### config.mk
export PLATFORM = sky130hd
export DESIGN_NAME = i2c_gc_slave
export DESIGN_NICKNAME = d
export VERILOG_FILES = /design/src/rtl/i2c_gc_slave.sv
export SDC_FILE = /design/constraint.sdc
export NUM_CORES = 1
export LEC_CHECK = 0
export BUFFER_PORTS_ARGS = -buffer_cell sky130_fd_sc_hd__clkbuf_2
export CAP_MARGIN = 20
export CORE_MARGIN = 2
export CORE_UTILIZATION = 45
export CTS_CLUSTER_DIAMETER = 120
export DETAILED_ROUTE_END_ITERATION = 8
export SETUP_SLACK_MARGIN = 0.15
export SLEW_MARGIN = 20
export SYNTH_ARGS = -nofsm -noshare
export SYNTH_HDL_FRONTEND = slang
export SYNTH_SLANG_ARGS = --single-unit
### constraint.sdc
create_clock -name clk -period 2.18 [get_ports clk]
set_clock_uncertainty 0.1 [all_clocks]
set_input_delay 0.218 -clock clk [delete_from_list [all_inputs] [get_ports clk]]
set_output_delay 0.218 -clock clk [all_outputs]
set_load 0.01 [all_outputs]
### src/rtl/i2c_gc_slave.sv
module i2c_gc_slave #(
  parameter logic [6:0] DFLT_ADDR = 7'h2A
) (
  input  logic       clk,
  input  logic       rst_n,
  input  logic       scl_i,
  input  logic       sda_i,
  output logic       scl_oe,
  output logic       sda_oe,
  input  logic       reg_we,
  input  logic [2:0] reg_addr,
  input  logic [7:0] reg_wdata,
  output logic [7:0] reg_rdata,
  output logic       irq
);
  typedef enum logic [2:0] {S_IDLE, S_ADDR, S_AACK, S_RX, S_RACK, S_TX, S_TACK, S_WAIT} st_t;

  logic [1:0] scl_q, sda_q;
  logic       scl_p, sda_p;
  logic       en, gc_en, hwgc_en, early_tx, stretch, nack_next;
  logic       tx_ie, rx_ie, stop_ie;
  logic       f_tx, f_rx, f_stop, f_gc;
  logic [1:0] gc_id;
  logic [6:0] my_addr;
  logic [7:1] alt_id;
  logic [7:0] txd, rxd, sh;
  logic [3:0] cnt;
  logic       rw, is_gc, done, m_ack, hold, sda_drv;
  st_t        st;

  wire scl_s   = scl_q[1];
  wire sda_s   = sda_q[1];
  wire rise    = scl_s & ~scl_p;
  wire fall    = ~scl_s & scl_p;
  wire start_c = scl_s & scl_p & sda_p & ~sda_s;
  wire stop_c  = scl_s & scl_p & ~sda_p & sda_s;

  wire [7:0] byte_now = {sh[6:0], sda_s};
  wire now_hit = (byte_now[7:1] == my_addr) | (gc_en & (byte_now == 8'h00));
  wire sh_hit  = (sh[7:1] == my_addr) | (gc_en & (sh == 8'h00));

  assign scl_oe = hold;
  assign sda_oe = sda_drv;
  assign irq    = (f_tx & tx_ie) | (f_rx & rx_ie) | (f_stop & stop_ie);

  always_comb begin
    case (reg_addr)
      3'd0:    reg_rdata = {2'b00, nack_next, stretch, early_tx, hwgc_en, gc_en, en};
      3'd1:    reg_rdata = {5'b0, stop_ie, rx_ie, tx_ie};
      3'd2:    reg_rdata = {2'b00, gc_id, f_gc, f_stop, f_rx, f_tx};
      3'd3:    reg_rdata = {1'b0, my_addr};
      3'd4:    reg_rdata = {alt_id, 1'b1};
      3'd5:    reg_rdata = rxd;
      default: reg_rdata = 8'h00;
    endcase
  end

  always_ff @(posedge clk or negedge rst_n) begin
    if (!rst_n) begin
      scl_q <= 2'b11; sda_q <= 2'b11; scl_p <= 1'b1; sda_p <= 1'b1;
      {en, gc_en, hwgc_en, early_tx, stretch, nack_next} <= '0;
      {tx_ie, rx_ie, stop_ie} <= '0;
      {f_tx, f_rx, f_stop, f_gc} <= '0;
      gc_id <= '0; my_addr <= DFLT_ADDR; alt_id <= '0;
      txd <= '0; rxd <= '0; sh <= '0; cnt <= '0;
      {rw, is_gc, done, m_ack, hold, sda_drv} <= '0;
      st <= S_IDLE;
    end else begin
      scl_q <= {scl_q[0], scl_i}; sda_q <= {sda_q[0], sda_i};
      scl_p <= scl_s; sda_p <= sda_s;
      hold  <= en & stretch & (hold | ~scl_s);

      if (reg_we) begin
        case (reg_addr)
          3'd0: {nack_next, stretch, early_tx, hwgc_en, gc_en, en} <= reg_wdata[5:0];
          3'd1: {stop_ie, rx_ie, tx_ie} <= reg_wdata[2:0];
          3'd2: begin
            if (reg_wdata[0]) f_tx <= 1'b0;
            if (reg_wdata[1]) f_rx <= 1'b0;
            if (reg_wdata[2]) f_stop <= 1'b0;
            if (reg_wdata[3]) begin f_gc <= 1'b0; gc_id <= 2'd0; end
          end
          3'd3: my_addr <= reg_wdata[6:0];
          3'd4: alt_id <= reg_wdata[7:1];
          3'd5: txd <= reg_wdata;
          default: ;
        endcase
      end

      if (!en) begin
        st <= S_IDLE; sda_drv <= 1'b0;
      end else if (stop_c) begin
        st <= S_IDLE; sda_drv <= 1'b0; f_stop <= 1'b1;
      end else if (start_c) begin
        st <= S_ADDR; cnt <= '0; sda_drv <= 1'b0;
      end else begin
        case (st)
          S_ADDR: begin
            if (rise) begin
              sh <= byte_now; cnt <= cnt + 4'd1;
              if (cnt == 4'd7 && now_hit && byte_now[0] && early_tx) f_tx <= 1'b1;
            end
            if (fall && cnt == 4'd8) begin
              if (sh_hit) begin
                st <= S_AACK; sda_drv <= 1'b1; rw <= sh[0]; is_gc <= (sh == 8'h00);
                if (sh[0] && !early_tx) f_tx <= 1'b1;
              end else st <= S_WAIT;
            end
          end
          S_AACK: if (fall) begin
            cnt <= '0;
            if (rw) begin sh <= txd; sda_drv <= ~txd[7]; st <= S_TX; end
            else begin sda_drv <= 1'b0; st <= S_RX; end
          end
          S_RX: begin
            if (rise) begin sh <= byte_now; cnt <= cnt + 4'd1; end
            if (fall && cnt == 4'd8) begin
              sda_drv <= ~nack_next; nack_next <= 1'b0;
              done <= is_gc | nack_next; st <= S_RACK;
              if (is_gc) begin
                f_gc <= 1'b1;
                if (hwgc_en && gc_en && sh == {alt_id, 1'b1}) gc_id <= 2'd3;
                else if (sh == 8'h06) begin
                  gc_id <= 2'd1; my_addr <= DFLT_ADDR; rxd <= '0; txd <= '0;
                end else if (sh == 8'h04) begin
                  gc_id <= 2'd2; my_addr <= DFLT_ADDR;
                end else gc_id <= 2'd0;
              end else begin
                rxd <= sh; f_rx <= 1'b1;
              end
            end
          end
          S_RACK: if (fall) begin
            sda_drv <= 1'b0; cnt <= '0;
            st <= done ? S_WAIT : S_RX;
          end
          S_TX: begin
            if (rise) cnt <= cnt + 4'd1;
            if (fall) begin
              if (cnt == 4'd8) begin sda_drv <= 1'b0; st <= S_TACK; end
              else begin sda_drv <= ~sh[6]; sh <= {sh[6:0], 1'b0}; end
            end
          end
          S_TACK: begin
            if (rise) m_ack <= ~sda_s;
            if (fall) begin
              if (m_ack) begin
                sh <= txd; sda_drv <= ~txd[7]; cnt <= '0; f_tx <= 1'b1; st <= S_TX;
              end else st <= S_WAIT;
            end
          end
          S_IDLE, S_WAIT: ;
          default: st <= S_IDLE;
        endcase
      end
    end
  end
endmodule


==> results by group, run 1 <==
Synthesis
  • Largest cells by area after synthesis: dfrtp_1 40%, mux2_2 9.6%, mux2i_1 6.3%
  • Yosys top cell area share: ~40%
  • Seq cells post-synth: a little over 70
  • Asr flop ratio synth: between 90% and 100%
  • Syn avg cell area: 10.49 µm²
  • Post-synth top area cell: dfrtp_1
  • EDFF count, synth: 0
  • Distinct cells, synth: 60
  • Post-synthesis instance area: 0.003988 mm²
  • Warnings, synthesis: 0
  • Register area share after synthesis: 45.47%
  • Synth Instances: 380
  • Ys flop type: dfrtp_1
  • Syn Nets: 398

Worst hold path
  • Worst hold stages: 2
  • Min-delay src: reg_wdata[7]
  • Worst min path class: in2reg
  • Worst Hold Endpoint: alt_id[7]

Setup path
  • Length in cells of the worst reg-to-reg path: 8
  • R2r endpoint: sh[5]
  • Worst path required time: 1.86 ns
  • Worst Path Buf+Inv: 2
  • Critical path arrival: around 1.8 ns
  • CP endpoint kind: output pin
  • Worst R2R Start: cnt[1]
  • CP max stage delay: 0.47 ns
  • Critical path type: reg2out
  • CP most frequent cell: buf_6
  • Worst-path cell chain: buf_6 -> mux4_2 -> mux2_4 -> buf_6
  • Worst reg2reg setup slack: about 0.14 ns
  • Startpoint Class: register
  • CP max FO: 2
  • Crit path max-delay cell type: mux4_2
  • Family with the most delay on the worst path: multiplexers

Clocking
  • Clk root buf: clkbuf_8
  • Worst-Skew Late Latency: 0.35 ns
  • Reg clk slew, reported paths: about 0.080 ns
  • Clock Path Buffers: 2
  • Clock Sinks: 72
  • Number of CTS-inserted buffers: 9
  • H-tree Lvls: 3
  • CTS tree: built

Routing
  • Post-Route WL: 10,640 µm
  • Number of violations reported at the end of detailed-routing iteration 0: 214
  • First drt pass iteration count: 5
  • Met3 WL: 533 µm
  • Via count: about 3,200
  • ANT nets after route: 0
  • Uppermost layer routed: met4
  • DRC: 0
  • DR WL met2: 4852 µm
  • Vias per cell: 5.730
  • Met1 Wirelength: about 5000 µm
  • Drt wl/cell: 18.90 µm

GRT
  • Largest net degree at the start of global routing: 41
  • First-pass GRT wire length: 17,300 µm
  • Vias in the first global route: 3,126
  • Overflow after GRT: 0
  • Initial antenna violation count: 0
  • GRT Util Overall: a little under a quarter

Pwr
  • Pwr Total: between 0.005 and 0.006 W
  • IR drop worst, VDD: 0.5116 mV
  • Leak: between 2 and 2.5 nW
  • Pwr dens: 1026 mW/mm²

Layout
  • FF/Latch Area: between 0.0015 and 0.002 mm²
  • Post-Layout Cell Count: between 500 and 600
  • Design area: 0.004975 mm²
  • Multi-input gate area: 0.002128 mm²
  • Layout cell share with drive strength beyond 1: ~36%
  • Most common cell after layout, fill and taps aside: dfrtp_1
  • Commonest non-fill, non-tap cells in the layout: 60 x dfrtp_1, 50 x buf_4, 28 x nor2_1
  • Antenna diodes: 0
  • Final #Nets: between 400 and 500
  • Area Growth Syn to Fin: 24.76%
  • Fillers: 752

Place
  • Post-DP Area: about 0.0044 mm²
  • Final HPWL DP: between 7000 and 8000 µm
  • IO Port Bufs: 26
  • GP Congestion: between 0.9 and 1
  • DP Cell Count: about 530

Die
  • IO Count: 27
  • Die Wd: 98.14 µm
  • # rows: 34
  • Die area: roughly 0.0096 mm²
  • Initial Util: ~46%
  • Core footprint: between 0.008 and 0.009 mm²
  • Die Y: 98.14 µm

STA
  • Final setup viols: 0
  • Hold Slack: around 0.033 ns
  • Count of final hold-check violations: 0
  • Post-route setup TNS: 0 ns
  • Slew HR: 63.26%
  • Slew Viols, Final: 0
  • Worst-margin pin slew: 0.5496 ns
  • Fmax: 0.4816 GHz
  • Part of the cycle the worst path needs: 95.24%
  • Period minus WS final: roughly 2.1 ns
  • RSZ-0062 raised after global routing: yes

Flow run
  • Max-cap violations: 0

Run status
  • Status: finished clean
cells by family after synthesis:
group	Yosys count	share of synthesized area, %
buffers and inverters	34	3.859
flip-flops	72	45.47
multiplexers	61	16.72
AO/OA/AOI/OAI	77	13.15
AND/OR/NAND/NOR	112	15.34
XOR/XNOR	22	4.832
adder cells (fa/ha/maj)	2	0.6274
Yosys cell counts (all sizes together) (2+ instances only):
| cell | count |
|---|---|
| a21bo | 2 |
| a21o | 2 |
| a21oi | 16 |
| a22o | 9 |
| a22oi | 7 |
| and3 | 2 |
| and3b | 2 |
| buf | 12 |
| clkbuf | 11 |
| dfrtp | 63 |
| dfstp | 9 |
| ha | 2 |
| inv | 11 |
| mux2 | 35 |
| mux2i | 25 |
| nand2 | 28 |
| nand2b | 10 |
| nand3 | 9 |
| nand4 | 6 |
| nand4b | 4 |
| nor2 | 29 |
| nor2b | 6 |
| nor3 | 6 |
| nor3b | 4 |
| nor4 | 4 |
| o21a | 2 |
| o21ai | 14 |
| o22ai | 9 |
| o311ai | 3 |
| o41ai | 2 |
| xnor2 | 20 |
| xor2 | 2 |
layer usage:
layer / global-route usage [%] / vias up
met4: 7.903 / 0
li1: - / 1519
met5: 0 / -
met3: 3.364 / 21
met2: 34.51 / 108
met1: 34.86 / 1578
worst reg2reg max path: stages, from the launching register on:
cell and delay [ns]:
dfrtp_1 0.38, inv_2 0.07, ha_4 0.15, and3b_2 0.22, o311ai_2 0.26, o21ai_2 0.11, nor3_4 0.16, buf_12 0.16
mux2_4 0.30
area by class of cell:
cell class              count  share of cell area, %
repair buffers             82                  12.05
clock buffers              11                  3.043
clock inverters             5                  2.062
multi-input cells         274                  42.78
inverters                  11                 0.8300
flip-flops and latches     72                  36.52
well taps                 108                  2.716
through the flow:
stage | utilization (%) | worst slack (ns)
final | 57.61 | 0.1038
after floorplan | - | 0.1683
after CTS | 56.23 | 0.09741
after detailed placement | 51.42 | -0.1512
after global placement | 51.42 | -0.06674
after global routing | 57.61 | 0.08131
timing repair:
item / CTS / global route
hold buffers: 3 / 0
buffers inserted: 6 / 9
resized for setup: 22 / 14
pin swaps: 5 / 8
hold endpoints to repair: 33 / 0
setup endpoints to repair: 34 / 41
registers in the layout, indices dropped and copies added (netlist names), 2 cells and up:
register	cells
sda_q	2
gc_id	2
txd	8
cnt	4
my_addr	7
rxd	8
st	3
alt_id	7
scl_q	2
sh	8
report_power, final:
group,internal (W),switching (W),leakage [nW],total (W)
registers,0.00160,0.000312,0.895,0.00191
logic,0.000974,0.000883,1.26,0.00186
clock network,0.000821,0.000519,0.126,0.00134
total,0.00339,0.00171,2.29,0.00510
how the worst max path moves through the flow:
stage / depth (start not counted) / from / slack [ns] / end
final: 4 / en / 0.10 / reg_rdata[0]
after global routing: 4 / en / 0.08 / reg_rdata[0]
after CTS: 4 / en / 0.1 / reg_rdata[0]
after detailed placement: 7 / cnt[0] / -0.15 / rxd[5]
after global placement: 7 / cnt[0] / -0.07 / rxd[3]
after floorplan: 7 / cnt[0] / 0.17 / sh[0]
No activity file was read; power rests on OpenSTA's default activity.
==> inputs of run 2 (changes only) <==
--- a/config.mk
+++ b/config.mk
@@ -8,11 +8,11 @@
 export BUFFER_PORTS_ARGS = -buffer_cell sky130_fd_sc_hd__clkbuf_2
 export CAP_MARGIN = 20
 export CORE_MARGIN = 2
-export CORE_UTILIZATION = 45
+export CORE_UTILIZATION = 55
 export CTS_CLUSTER_DIAMETER = 120
 export DETAILED_ROUTE_END_ITERATION = 8
+export PLACE_DENSITY = 0.76
 export SETUP_SLACK_MARGIN = 0.15
-export SLEW_MARGIN = 20
 export SYNTH_ARGS = -nofsm -noshare
 export SYNTH_HDL_FRONTEND = slang
 export SYNTH_SLANG_ARGS = --single-unit
==> results by group, run 2 (synthesized netlist as in run 1, its figures left out) <==
Die
  • Die Wd: 89.15 µm (was 98.14 µm)
  • Initial Util: 55.87% (was 46.18%)
  • Core footprint: 0.007137 mm² (was 0.008636 mm²)
  • IO Count: 27 (unchanged)
  • Die area: 0.007947 mm² (was 0.009630 mm²)
  • Die Y: 89.15 µm (was 98.14 µm)
  • # rows: 31 (was 34)

Layout
  • Commonest non-fill, non-tap cells in the layout: 60 x dfrtp_1, 44 x buf_4, 28 x mux2_2 (was 60 x dfrtp_1, 50 x buf_4, 28 x nor2_1)
  • FF/Latch Area: 0.001817 mm² (unchanged)
  • Final #Nets: 464 (was 468)
  • Fillers: 515 (was 752)
  • Antenna diodes: 0 (unchanged)
  • Most common cell after layout, fill and taps aside: dfrtp_1 (unchanged)
  • Largest registers: rxd (8), sh (8), txd (8) (unchanged)
  • Layout cell share with drive strength beyond 1: 37.47% (was 36.48%)
  • Area Growth Syn to Fin: 24.13% (was 24.76%)
  • Multi-input gate area: 0.002160 mm² (was 0.002128 mm²)

Clocking
  • Clk root buf: clkbuf_8 (unchanged)
  • H-tree Lvls: 3 (unchanged)
  • Number of CTS-inserted buffers: 9 (unchanged)
  • Worst-Skew Late Latency: 0.36 ns (was 0.35 ns)
  • Reg clk slew, reported paths: 0.08 ns (about the same)
  • CTS tree: built (unchanged)
  • Clock Path Buffers: 2 (unchanged)
  • Clock Sinks: 72 (unchanged)

Routing
  • Via count: 3,323 (was 3,226)
  • Number of violations reported at the end of detailed-routing iteration 0: 262 (was 214)
  • Post-Route WL: 10,580 µm (was 10,640 µm)
  • ANT nets after route: 0 (unchanged)
  • Drt wl/cell: 19.24 µm (was 18.90 µm)
  • DRC: 0 (unchanged)
  • First drt pass iteration count: 6 (was 5)
  • Vias per cell: 6.042 (was 5.730)

STA
  • Part of the cycle the worst path needs: 93.81% (was 95.24%)
  • Slew Viols, Final: 0 (unchanged)
  • Fmax: 0.4890 GHz (was 0.4816 GHz)
  • RSZ-0062 raised after global routing: yes (unchanged)
  • Worst-margin pin slew: 0.6101 ns (was 0.5496 ns)
  • Count of final hold-check violations: 0 (unchanged)
  • Period minus WS final: 2.045 ns (was 2.076 ns)
  • Hold Slack: 0.01515 ns (was 0.03260 ns)
  • Slew HR: 58.95% (was 63.26%)
  • Final setup viols: 0 (unchanged)
  • Post-route setup TNS: 0 ns (unchanged)

Pwr
  • Net Sw Frac: 34.74% (was 33.59%)
  • Combinational group share of total power: 37.4% (was 36.4%)
  • Sequential share of power: 37.1% (was 37.4%)
  • Clock share of power: 25.5% (was 26.3%)
  • Switch Pwr: 0.001770 W (was 0.001715 W)
  • IR drop worst, VDD: 0.5279 mV (was 0.5116 mV)
  • Leak: 2.268 nW (was 2.286 nW)
  • Pwr dens: 1029 mW/mm² (was 1026 mW/mm²)
  • Power Internal: 0.003325 W (was 0.003390 W)
  • Pwr Total: 0.005095 W (was 0.005105 W)

Worst hold path
  • Worst min path class: in2reg (unchanged)
  • Worst hold stages: 2 (unchanged)

GRT
  • Largest net degree at the start of global routing: 73 (was 41)
  • Met1 Use GR: 39.00% (was 34.86%)
  • Vias in the first global route: 3,098 (was 3,126)
  • GR Layer Usage met3: 3.601% (was 3.364%)
  • Overflow after GRT: 0 (unchanged)
  • Gr busiest metal: met2 (was met1)
  • M2 GR Usage: 42.15% (was 34.51%)
  • Initial antenna violation count: 0 (unchanged)
  • GRT Util Overall: 27.34% (was 23.19%)
  • First-pass GRT wire length: 16,130 µm (was 17,300 µm)

Place
  • IO Port Bufs: 26 (unchanged)
  • Final HPWL DP: 7130 µm (was 7560 µm)
  • GP Congestion: 0.9102 (was 0.9019)

Setup path
  • Length in cells of the worst reg-to-reg path: 8 (unchanged)
  • Startpoint Class: register (unchanged)
  • Critical path type: reg2reg (was reg2out)
  • Critical path arrival: 2.19 ns (was 1.76 ns)
  • Worst path required time: 2.33 ns (was 1.86 ns)
  • CP endpoint kind: register (was output pin)
  • CP max FO: 8 (was 2)

Run status
  • Status: finished clean (unchanged)

Flow run
  • Max-cap violations: 0 (unchanged)
## run 2: metrics by stage
step / utilization [%] / area, µm² / cells / setup WS, ns
6_report: 69.35 / 4950 / 550 / 0.1349
5_1_grt: 69.35 / 4950 / 550 / 0.04550
4_1_cts: 67.11 / 4790 / 541 / 0.06194
3_5_place_dp: 61.71 / 4404 / 517 / -0.1832
3_3_place_gp: 61.71 / 4404 / 517 / -0.07902
2_1_floorplan: - / 3988 / 380 / 0.1683
## run 2: final timing paths
check | slack, ns | endpoint | from
worst max-delay path | 0.13 | sh[5] | cnt[1]
worst min-delay path | 0.02 | alt_id[7] | reg_wdata[7]
worst max register to register | 0.13 | sh[5] | cnt[1]
worst min register to register | 0.26 | sda_q[1] | sda_q[0]
max in group asynchronous | 1.31 | sda_q[1] | rst_n
min in group asynchronous | 0.30 | cnt[3] | rst_n
## run 2: what timing repair did
item,4_1_cts,5_1_grt
hold buffers,3,0
endpoints found under the hold margin,65,0
setup endpoints to repair,37,40
pin swaps,5,12
gates resized for setup,21,24
buffers inserted,5,9
## run 2: final cells by class
cell class / instances / area share (%)
Clock buffer: 9 / 2.503
Tap cell: 99 / 2.503
Multi-Input combinational cell: 274 / 43.63
Timing Repair Buffer: 78 / 11.40
Clock inverter: 7 / 2.427
Sequential cell: 72 / 36.70
Inverter: 11 / 0.8342
## run 2: worst max-delay path: stages (launching register included)
cell and delay (ns):
dfrtp_1 0.38, inv_2 0.07, ha_4 0.15, and3b_2 0.23
o311ai_4 0.23, o21ai_2 0.11, nor3_4 0.18, buf_12 0.17
mux2_4 0.30
## run 2: metal layers
layer / vias up / wire length [µm]
met5: - / 0
li1: 1508 / -
met1: 1634 / 4559
met4: 0 / 265
met3: 28 / 681
met2: 153 / 5073
## run 2: power by group through the flow
stage | logic (W) | clock network [W] | registers, W
after global routing | 0.00206 | 0.00136 | 0.00193
after detailed placement | 0.00162 | 0 | 0.00191
after CTS | 0.00175 | 0.00130 | 0.00189
after global placement | 0.00158 | 0 | 0.00190
after floorplan | 0.00124 | 0 | 0.00175
final | 0.00190 | 0.00130 | 0.00189
==> inputs of run 3 (changes only) <==
--- a/config.mk
+++ b/config.mk
@@ -12,6 +12,7 @@
 export CTS_CLUSTER_DIAMETER = 120
 export DETAILED_ROUTE_END_ITERATION = 8
 export PLACE_DENSITY = 0.76
+export RECOVER_POWER = 50
 export SETUP_SLACK_MARGIN = 0.15
 export SYNTH_ARGS = -nofsm -noshare
 export SYNTH_HDL_FRONTEND = slang
==> results by group, run 3 (synthesized netlist as in run 1, its figures left out) <==
Run status
  • Status: finished clean (unchanged)

Setup path
  • CP max FO: 8 (unchanged)
  • Startpoint Class: register (unchanged)
  • Critical path arrival: 2.21 ns (was 2.19 ns)
  • Worst path required time: 2.34 ns (was 2.33 ns)
  • Critical path type: reg2reg (unchanged)
  • CP endpoint kind: register (unchanged)

Die
  • # rows: 31 (unchanged)
  • Die Wd: 89.15 µm (unchanged)
  • Die area: 0.007947 mm² (unchanged)
  • Die Y: 89.15 µm (unchanged)
  • Initial Util: 55.87% (unchanged)
  • IO Count: 27 (unchanged)
  • Core footprint: 0.007137 mm² (unchanged)

Place
  • GP Congestion: 0.9102 (unchanged)
  • DP Cell Count: 517 (unchanged)
  • Post-DP Area: 0.004404 mm² (unchanged)
  • IO Port Bufs: 26 (unchanged)
  • Final HPWL DP: 7130 µm (unchanged)

GRT
  • M2 GR Usage: 42.15% (unchanged)
  • GRT Util Overall: 27.34% (unchanged)
  • Vias in the first global route: 3,098 (unchanged)
  • Initial antenna violation count: 0 (unchanged)
  • Overflow after GRT: 0 (unchanged)
  • First-pass GRT wire length: 16,130 µm (unchanged)
  • Gr busiest metal: met2 (unchanged)
  • GR Layer Usage met3: 3.601% (unchanged)
  • Met1 Use GR: 39.00% (unchanged)
  • Largest net degree at the start of global routing: 73 (unchanged)

Clocking
  • CTS tree: built (unchanged)
  • Clock Sinks: 72 (unchanged)
  • Clk root buf: clkbuf_8 (unchanged)
  • Number of CTS-inserted buffers: 9 (unchanged)
  • Reg clk slew, reported paths: 0.08 ns (about the same)
  • Clock Path Buffers: 2 (unchanged)
  • H-tree Lvls: 3 (unchanged)
  • Worst-Skew Late Latency: 0.36 ns (about the same)

Routing
  • Post-Route WL: 10,540 µm (was 10,580 µm)
  • DRC: 0 (unchanged)
  • Vias per cell: 6.040 (was 6.042)
  • Via count: 3,322 (was 3,323)
  • First drt pass iteration count: 5 (was 6)
  • Number of violations reported at the end of detailed-routing iteration 0: 263 (was 262)
  • Drt wl/cell: 19.17 µm (was 19.24 µm)
  • ANT nets after route: 0 (unchanged)

Pwr
  • Net Sw Frac: 34.74% (about the same)
  • Clock share of power: 25.5% (about the same)
  • Sequential share of power: 37.2% (was 37.1%)
  • Power Internal: 0.003321 W (was 0.003325 W)
  • Pwr dens: 1031 mW/mm² (was 1029 mW/mm²)
  • Leak: 2.259 nW (was 2.268 nW)
  • Pwr Total: 0.005089 W (was 0.005095 W)
  • Combinational group share of total power: 37.3% (was 37.4%)
  • Switch Pwr: 0.001768 W (was 0.001770 W)
  • IR drop worst, VDD: 0.5289 mV (was 0.5279 mV)

Layout
  • Antenna diodes: 0 (unchanged)
  • Commonest non-fill, non-tap cells in the layout: 60 x dfrtp_1, 43 x buf_4, 28 x mux2_2 (was 60 x dfrtp_1, 44 x buf_4, 28 x mux2_2)
  • Area Growth Syn to Fin: 23.72% (was 24.13%)
  • Post-Layout Cell Count: 550 (unchanged)
  • Most common cell after layout, fill and taps aside: dfrtp_1 (unchanged)
  • Design area: 0.004933 mm² (was 0.004950 mm²)
  • Multi-input gate area: 0.002160 mm² (unchanged)
  • Fillers: 519 (was 515)
  • Layout cell share with drive strength beyond 1: 37.03% (was 37.47%)
  • FF/Latch Area: 0.001817 mm² (unchanged)
  • Largest registers: rxd (8), sh (8), txd (8) (unchanged)
  • Final #Nets: 464 (unchanged)

STA
  • Hold Slack: 0.01641 ns (was 0.01515 ns)
  • Slew Viols, Final: 0 (unchanged)
  • RSZ-0062 raised after global routing: yes (unchanged)
  • Count of final hold-check violations: 0 (unchanged)
  • Period minus WS final: 2.051 ns (was 2.045 ns)
  • Part of the cycle the worst path needs: 94.06% (was 93.81%)
  • Final setup viols: 0 (unchanged)
  • Worst-margin pin slew: 0.9769 ns (was 0.6101 ns)
  • Slew HR: 34.87% (was 58.95%)
  • Fmax: 0.4877 GHz (was 0.4890 GHz)

Flow run
  • Max-cap violations: 0 (unchanged)

Worst hold path
  • Worst min path class: in2reg (unchanged)
## run 3: path summary, 6_finish.rpt
path                             end  depth (start not counted)  slack [ns]         start
setup / recovery              cnt[3]                          7        0.13      sda_q[1]
hold / removal             alt_id[7]                          2        0.02  reg_wdata[7]
setup reg to reg              cnt[3]                          7        0.13      sda_q[1]
hold reg to reg             sda_q[1]                          0        0.26      sda_q[0]
max in group asynchronous      sh[3]                          3        0.73         rst_n
min in group asynchronous     cnt[0]                          3        0.58         rst_n
## run 3: worst max-delay path: stages (launching register included)
cell and delay [ns]:
dfstp_2 0.55, clkbuf_1 0.38, and3b_1 0.27, a21oi_1 0.33
nand2_1 0.09, nand2_1 0.07, o21ai_0 0.09, o41ai_2 0.06
## run 3: area by class of cell
type                            instances  area share, %
Timing Repair Buffer                   78          11.11
Multi-Input combinational cell        274          43.77
Inverter                               11         0.8369
Clock inverter                          7          2.435
Tap cell                               99          2.511
Clock buffer                            9          2.511
Sequential cell                        72          36.82
## run 3: repair_timing
item / CTS / global route
endpoints found under the setup margin: 37 / 40
pin swaps: 5 / 12
hold endpoints to repair: 65 / 0
hold buffers: 3 / 0
gates resized for setup: 21 / 24
buffers inserted: 5 / 9
## run 3: layer usage
metal  up-vias  share of wire, %
met4         0               2.8
met3        35               6.1
met1      1622                43
li1       1511                 -
met5         -                 0
met2       154                48
## run 3: stage by stage
step / worst slack [ns] / utilization (%) / setup TNS [ns]
after CTS: 0.06194 / 67.11 / 0
final: 0.1294 / 69.13 / 0
after global placement: -0.07902 / 61.71 / -0.6235
after global routing: 0.04535 / 69.13 / 0
after floorplan: 0.1683 / - / 0
after detailed placement: -0.1832 / 61.71 / -1.857
## run 3: power groups by stage
stage                     Clock, W  Combinational [W]  Sequential, W
after floorplan                  0            0.00124        0.00175
after global placement           0            0.00158        0.00190
after detailed placement         0            0.00162        0.00191
after CTS                  0.00130            0.00175        0.00189
after global routing       0.00136            0.00205        0.00193
final                      0.00130            0.00190        0.00189
